### config.mk
export PLATFORM = sky130hd
export DESIGN_NAME = log_atten_decoder
export DESIGN_NICKNAME = d
export VERILOG_FILES = /design/src/rtl/log_atten_pkg.sv /design/src/rtl/lad_sync.sv /design/src/rtl/lad_capture.sv /design/src/rtl/lad_gain_decode.sv /design/src/rtl/log_atten_decoder.sv
export SDC_FILE = /design/constraint.sdc
export NUM_CORES = 1
export LEC_CHECK = 0
export BUFFER_PORTS_ARGS = -buffer_cell sky130_fd_sc_hd__buf_2
export CORE_UTILIZATION = 62
export CTS_BUF_LIST = sky130_fd_sc_hd__clkbuf_8
export CTS_CLUSTER_DIAMETER = 60
export DETAILED_ROUTE_END_ITERATION = 7
export GPL_TIMING_DRIVEN = 0
export HOLD_SLACK_MARGIN = 0.15
export PLACE_DENSITY = 0.88
export SYNTH_ARGS = -nofsm -noshare
export SYNTH_HDL_FRONTEND = slang
export SYNTH_HIERARCHICAL = 1
export SYNTH_SLANG_ARGS = --single-unit
### constraint.sdc
create_clock -name clk -period 2.89 [get_ports clk]
set_input_delay 0.578 -clock clk [delete_from_list [all_inputs] [get_ports clk]]
set_output_delay 0.578 -clock clk [all_outputs]
set_load 0.01 [all_outputs]
### src/rtl/log_atten_pkg.sv
package log_atten_pkg;

  typedef enum logic {
    LATCH_EDGE  = 1'b0,
    LATCH_LEVEL = 1'b1
  } latch_mode_e;

  // Fine-step mantissa for low-nibble value k, rounded and limited to full scale.
  function automatic int fine_mant(input int k, input int gain_w, input int step_mdb);
    real full;
    real db;
    real lin;
    int  v;
    full = 2.0 ** gain_w;
    db   = real'(step_mdb * k) / 1000.0;
    lin  = full * (10.0 ** (-db / 20.0));
    v    = $rtoi(lin + 0.5);
    if (v > (1 << gain_w) - 1) v = (1 << gain_w) - 1;
    return v;
  endfunction

endpackage

### src/rtl/lad_sync.sv
module lad_sync #(
  parameter int          W       = 1,
  parameter int          STAGES  = 2,
  parameter logic [W-1:0] RST_VAL = '0
) (
  input  logic         clk,
  input  logic         rst_n,
  input  logic [W-1:0] d,
  output logic [W-1:0] q
);

  logic [W-1:0] stg [STAGES];

  always_ff @(posedge clk or negedge rst_n) begin
    if (!rst_n) begin
      for (int i = 0; i < STAGES; i++) stg[i] <= RST_VAL;
    end else begin
      stg[0] <= d;
      for (int i = 1; i < STAGES; i++) stg[i] <= stg[i-1];
    end
  end

  assign q = stg[STAGES-1];

endmodule

### src/rtl/lad_capture.sv
module lad_capture
  import log_atten_pkg::*;
#(
  parameter int               CODE_W      = 8,
  parameter latch_mode_e      LATCH_MODE  = LATCH_EDGE,
  parameter int               REFRESH_CYC = 8,
  parameter logic [CODE_W-1:0] RESET_CODE = 8'hF0
) (
  input  logic              clk,
  input  logic              rst_n,
  input  logic              cs_n_s,
  input  logic              wr_n_s,
  input  logic [CODE_W-1:0] data_s,
  output logic [CODE_W-1:0] code,
  output logic              load,
  output logic              busy
);

  localparam int CNT_W = $clog2(REFRESH_CYC + 1);

  generate
    if (LATCH_MODE == LATCH_EDGE) begin : g_edge
      logic             wr_prev;
      logic [CNT_W-1:0] cnt;
      logic             accept;

      assign accept = wr_n_s && !wr_prev && !cs_n_s && (cnt == '0);

      always_ff @(posedge clk or negedge rst_n) begin
        if (!rst_n) begin
          wr_prev <= 1'b1;
          cnt     <= '0;
          code    <= RESET_CODE;
        end else begin
          wr_prev <= wr_n_s;
          if (accept) begin
            code <= data_s;
            cnt  <= CNT_W'(REFRESH_CYC);
          end else if (cnt != '0) begin
            cnt <= cnt - CNT_W'(1);
          end
        end
      end

      assign busy = (cnt != '0);
      assign load = (cnt == CNT_W'(1));
    end else begin : g_level
      always_ff @(posedge clk or negedge rst_n) begin
        if (!rst_n) code <= RESET_CODE;
        else if (!cs_n_s && !wr_n_s) code <= data_s;
      end

      assign busy = 1'b0;
      assign load = 1'b1;
    end
  endgenerate

endmodule

### src/rtl/lad_gain_decode.sv
module lad_gain_decode #(
  parameter int CODE_W   = 8,
  parameter int GAIN_W   = 17,
  parameter int STEP_MDB = 375
) (
  input  logic              clk,
  input  logic              rst_n,
  input  logic [CODE_W-1:0] code,
  input  logic              load,
  output logic [GAIN_W-1:0] gain
);

  localparam int NIB_W  = CODE_W / 2;
  localparam int FINE_N = 1 << NIB_W;

  logic [GAIN_W-1:0] mant_tab [FINE_N];
  logic [NIB_W-1:0]  hi;
  logic [NIB_W-1:0]  lo;
  logic [GAIN_W-1:0] next_gain;

  generate
    for (genvar k = 0; k < FINE_N; k++) begin : g_mant
      localparam int MV = log_atten_pkg::fine_mant(k, GAIN_W, STEP_MDB);
      assign mant_tab[k] = GAIN_W'(MV);
    end
  endgenerate

  assign hi = code[CODE_W-1 -: NIB_W];
  assign lo = code[NIB_W-1:0];

  always_comb begin
    if (&hi) next_gain = '0;
    else     next_gain = mant_tab[lo] >> hi;
  end

  always_ff @(posedge clk or negedge rst_n) begin
    if (!rst_n)    gain <= '0;
    else if (load) gain <= next_gain;
  end

endmodule

### src/rtl/log_atten_decoder.sv
module log_atten_decoder
  import log_atten_pkg::*;
#(
  parameter int          CODE_W      = 8,
  parameter int          GAIN_W      = 17,
  parameter int          STEP_MDB    = 375,
  parameter latch_mode_e LATCH_MODE  = LATCH_EDGE,
  parameter int          REFRESH_CYC = 300,
  parameter int          SYNC_STAGES = 2
) (
  input  logic              clk,
  input  logic              rst_n,
  input  logic              cs_n,
  input  logic              wr_n,
  input  logic [CODE_W-1:0] data,
  output logic              busy,
  output logic [GAIN_W-1:0] gain
);

  localparam int                BUS_W      = CODE_W + 2;
  localparam logic [CODE_W-1:0] MUTE_CODE  = {{(CODE_W/2){1'b1}}, {(CODE_W - CODE_W/2){1'b0}}};

  logic [BUS_W-1:0]  bus_s;
  logic [CODE_W-1:0] code;
  logic              load;

  lad_sync #(
    .W       (BUS_W),
    .STAGES  (SYNC_STAGES),
    .RST_VAL ({2'b11, {CODE_W{1'b0}}})
  ) u_sync (
    .clk   (clk),
    .rst_n (rst_n),
    .d     ({cs_n, wr_n, data}),
    .q     (bus_s)
  );

  lad_capture #(
    .CODE_W      (CODE_W),
    .LATCH_MODE  (LATCH_MODE),
    .REFRESH_CYC (REFRESH_CYC),
    .RESET_CODE  (MUTE_CODE)
  ) u_capture (
    .clk    (clk),
    .rst_n  (rst_n),
    .cs_n_s (bus_s[BUS_W-1]),
    .wr_n_s (bus_s[BUS_W-2]),
    .data_s (bus_s[CODE_W-1:0]),
    .code   (code),
    .load   (load),
    .busy   (busy)
  );

  lad_gain_decode #(
    .CODE_W   (CODE_W),
    .GAIN_W   (GAIN_W),
    .STEP_MDB (STEP_MDB)
  ) u_decode (
    .clk   (clk),
    .rst_n (rst_n),
    .code  (code),
    .load  (load),
    .gain  (gain)
  );

endmodule

==> results.txt <==
- Most used cells in the layout excluding fill and tap cells: sky130_fd_sc_hd__dfrtp_1 (45), sky130_fd_sc_hd__buf_2 (40), sky130_fd_sc_hd__nand2_1 (28)
- Warnings from Yosys: 6
- Number of global-route vias before repair: approximately 3.1k
- The clock passes through at most 2 buffers.
- Total wirelength of the detailed-routed design: approximately 9100 um
* RSZ-0062 raised after global routing: false
- Clock network latency to the later pin of the worst-skew pair: just over 0.3 ns
- For this run, the top clock speed supported by timing is around 360 MHz.
* Switching power summed over all nets: 1390 uW
- At the pin with the least slew margin, the transition time is between 0.7 and 0.8 ns.
- The internal power of the cells totals between 1500 and 2000 uW.
* PwrDens: 797 nW/um^2
- Of the cells placed in the final design, the portion with a size suffix greater than 1 is 0.264.
- Port Buf Inserts: 29
- Summing all non-filler instances in the final layout gives an area of a little over 4000 sq um.
- Yosys mapped the design onto 64 distinct sky130hd cell types.
* Area of the die: around 6200 sq um
* Die outline height: 79.0 um
* Critical path launch point: u_capture/g_edge.cnt[3]
- For this design, the slowest cell found on the critical path is sky130_fd_sc_hd__dfrtp_1.
- Of the synthesized area, sequential elements account for 0.377.
- Dominant cell type by count on the critical path: sky130_fd_sc_hd__or3_1
- The share of total power dissipated in the clock network is 0.135.
- Counting flops with a built-in enable in the synthesized netlist gives 0.
- Multi-input gate area in the final layout: between 2000 and 2500 sq um
- Cell area after placement: 3910 sq um
- The tool flagged a number of max-cap violations equal to 0.
- Worst setup path class: reg2reg
- Number of setup violations in the final report: 0
* Via count: 3229
- Hold timing on the final database bottoms out at a slack of 0.140 ns.
* FF+latch area: 1390 sq um
- Counting every sink on the clock net gives between 50 and 60.
- Of the total power, the share spent switching nets is 0.431.
- Entering global routing, the biggest net connects 56 pins.
- Combined area of all synthesized cells: between 3000 and 4000 sq um
* Effective utilization at floorplan: 0.656
- Dividing the detail-routed wire length by the instance count gives 18.4 um.
* Post-Route Skew: approximately 0.011 ns
- Before antenna repair, the detailed router went through 7 iterations.
- Data arrives at the worst endpoint at about 3 ns.
- Routing layer with the top usage in global route: met2
* CTS clock-pin slew for the worst setup and hold paths: about 0.10 ns
- Global-route wire length before repair: between 15000 and 20000 um
* Yosys reg bits: between 50 and 60
- Critical path required time: 3.14 ns
* Share of power burned in combinational logic: 0.509
- Ratio of final minimum period to clock period: 0.962
* Syn Nets: between 400 and 500
- Die Wd: roughly 79 um
* DRC marker count from the first detailed-route iteration: slightly below 400
* GR met1 Demand/Resource: 0.424
- The repair_antennas step left the layout with diodes totalling 0.
- Post-detailed-placement half-perimeter wirelength: around 6500 um
- Status: complete, no violations
- Synthesis handed over a netlist of 388 instances.
* Kind of launch point of the worst setup path: flip-flop
* I/O pin count: 30
- Number of inserted filler cells in the final layout: about 430
- Post-CTS timing repair inserted 0 buffers for setup.
- In this run the static leakage power is about 0.0018 uW.
- Max-slew violations: 0
- Sequential cell fraction of total power: 0.356
- In this run the critical register-to-register path is launched from u_capture/g_edge.cnt[3].
- Maximum VDD drop: a little under 0.0007 V
- Synth-to-Final Area Change: 9.93%
- Crit path max fanout: 9
* Detailed-route vias per instance: 6.50
* Fraction of synthesis flops using an asynchronous set or reset pin: 1.00
- The critical path goes through or3_1 -> buf_2 -> nor4_1 -> clkbuf_2 -> nor2b_1 -> nand2_1 -> or3_1 -> nand4_1.
- For this run, the total global-route usage over all layers was measured as 0.314.
- After global routing the overflow that remains totals 0.
* Detail Route Antenna Nets: 0
- Grt met3 use: 0.0529
- Clock H-tree levels: 2
* Largest incremental delay on the critical path: 0.47 ns
* Shortest period the worst path allows: roughly 2.8 ns
- The tree is rooted in a sky130_fd_sc_hd__clkbuf_8.
- The most used flip-flop cell after synthesis is sky130_fd_sc_hd__dfrtp_1.
- Final hold violation count: 0
- Remaining design rule violation count: 0
* Antenna violations before repair: 0
* Tightest slew margin relative to the limit: 0.483
* Average footprint of a synthesized cell: 9.48 sq um
* Number of clock buffers inserted by TritonCTS: 5
- Endpoint type of the worst setup path: flip-flop
- In the global route stage, met2 resource usage came out at 0.505.
* Routability congestion estimate from global placement: around 0.95
* Placeable Area: approximately 5600 sq um
- The initialized floorplan defines 27 standard-cell rows.
- The tightest min-delay check is of the in2async type.
- Clock tree from TritonCTS: built
* Leading cell type in the layout, fill and taps excluded: sky130_fd_sc_hd__dfrtp_1
- Nets: roughly 450
- For this run, the share of the core covered by cells in the final layout is 0.721.
synth_stat cells, types with 3 or more instances:
cell,instances,area share
sky130_fd_sc_hd__nand2b_1,8,0.014
sky130_fd_sc_hd__dfstp_2,9,0.064
sky130_fd_sc_hd__or3_1,3,0.0051
sky130_fd_sc_hd__nand2_1,28,0.029
sky130_fd_sc_hd__mux2_4,8,0.033
sky130_fd_sc_hd__buf_4,11,0.022
sky130_fd_sc_hd__o221ai_1,6,0.014
sky130_fd_sc_hd__o31ai_1,4,0.0082
sky130_fd_sc_hd__a211oi_1,8,0.016
sky130_fd_sc_hd__mux2_2,10,0.031
sky130_fd_sc_hd__mux2i_1,13,0.035
sky130_fd_sc_hd__a21oi_1,22,0.030
sky130_fd_sc_hd__nor3_1,9,0.012
sky130_fd_sc_hd__nor2_1,27,0.028
sky130_fd_sc_hd__xnor2_1,3,0.0071
sky130_fd_sc_hd__nand3_1,9,0.012
sky130_fd_sc_hd__or2_2,5,0.0085
sky130_fd_sc_hd__ha_1,11,0.037
sky130_fd_sc_hd__o211ai_1,11,0.022
sky130_fd_sc_hd__a2111oi_0,4,0.0095
sky130_fd_sc_hd__buf_6,3,0.0092
sky130_fd_sc_hd__clkbuf_1,14,0.014
sky130_fd_sc_hd__mux4_2,3,0.018
sky130_fd_sc_hd__dfrtp_1,46,0.31
sky130_fd_sc_hd__o311ai_0,3,0.0071
sky130_fd_sc_hd__nor3b_1,6,0.012
sky130_fd_sc_hd__o21ai_0,7,0.0095
sky130_fd_sc_hd__o22ai_1,5,0.0085
sky130_fd_sc_hd__nor2b_1,13,0.022
sky130_fd_sc_hd__nor4_1,4,0.0068
sky130_fd_sc_hd__o2bb2ai_1,5,0.012
sky130_fd_sc_hd__buf_2,12,0.016
sky130_fd_sc_hd__inv_1,15,0.015
sky130_fd_sc_hd__a31oi_1,4,0.0068
what timing repair did:
item | 4_1_cts | 5_1_grt
cloned | 0 | 0
hold buffers | 0 | 0
setup endpoints to repair | 10 | 9
resized for setup | 2 | 9
kinds of logic (layout without fill, tap and decap cells):
| family | count (synthesis) | count (layout) | synth area share |
|---|---|---|---|
| adder cells (fa/ha/maj) | 11 | 11 | 0.0374 |
| multiplexers | 35 | 35 | 0.123 |
| AND/OR/NAND/NOR | 126 | 126 | 0.179 |
| buffers and inverters | 57 | 94 | 0.0796 |
| AO/OA/AOI/OAI | 100 | 100 | 0.194 |
| flip-flops | 55 | 55 | 0.377 |
| XOR/XNOR | 4 | 4 | 0.00953 |
sequential cells by signal, summed over array words and instances (netlist names):
register and flops:
u_decode/gain 17, u_sync/q 10, u_sync/stg 10, u_capture/g_edge.cnt 9
u_capture/code 8, u_capture/g_edge.wr_prev 1
through the flow:
stage                     TNS (ns)  worst slack [ns]  cells  power, uW
after global placement      -0.627            -0.212    489       2680
after CTS                        0            0.0221    496       3170
final                            0             0.110    497       3220
after detailed placement     -1.18            -0.325    489       2730
after floorplan                  0             0.394    388       2270
after global routing             0           0.00431    497       3420
layout make-up:
class                      instances  area share
buffer                            40      0.0585
clock buffer                       5      0.0170
clock inverter                     3     0.00557
inverter                          16      0.0149
multi-input combinational        276       0.498
sequential                        55       0.343
tap                               72      0.0223
timing repair buffer              30      0.0408
power groups by stage:
stage	logic, uW	registers [uW]	clock network (uW)
2_1_floorplan	1110	1160	0
5_1_grt	1780	1170	471
6_report	1640	1150	435
4_1_cts	1580	1140	446
3_5_place_dp	1570	1150	0
3_3_place_gp	1540	1140	0
critical path, delay by kind of cell, from the launching register on:
kind	cells	cell delay, ns
buffers and inverters	2	0.45
flip-flops	1	0.47
AND/OR/NAND/NOR	6	1.80
final timing paths:
path	cells after the start	slack, ns	to
hold / removal	1	0.14	u_decode/gain[1]
hold reg to reg	0	0.35	u_sync/q[1]
setup reg to reg	8	0.11	u_decode/gain[2]
min in group clk	0	0.35	u_sync/q[1]
setup / recovery	8	0.11	u_decode/gain[2]
max in group asynchronous	2	2.16	u_capture/code[5]
layer usage:
metal  part of all wire  vias to the layer above
met1               0.41                     1552
met5                  0                        -
met4              0.032                        0
li1                   -                     1471
met3              0.069                       31
met2               0.49                      175
Power figures use the tool's default switching activity.
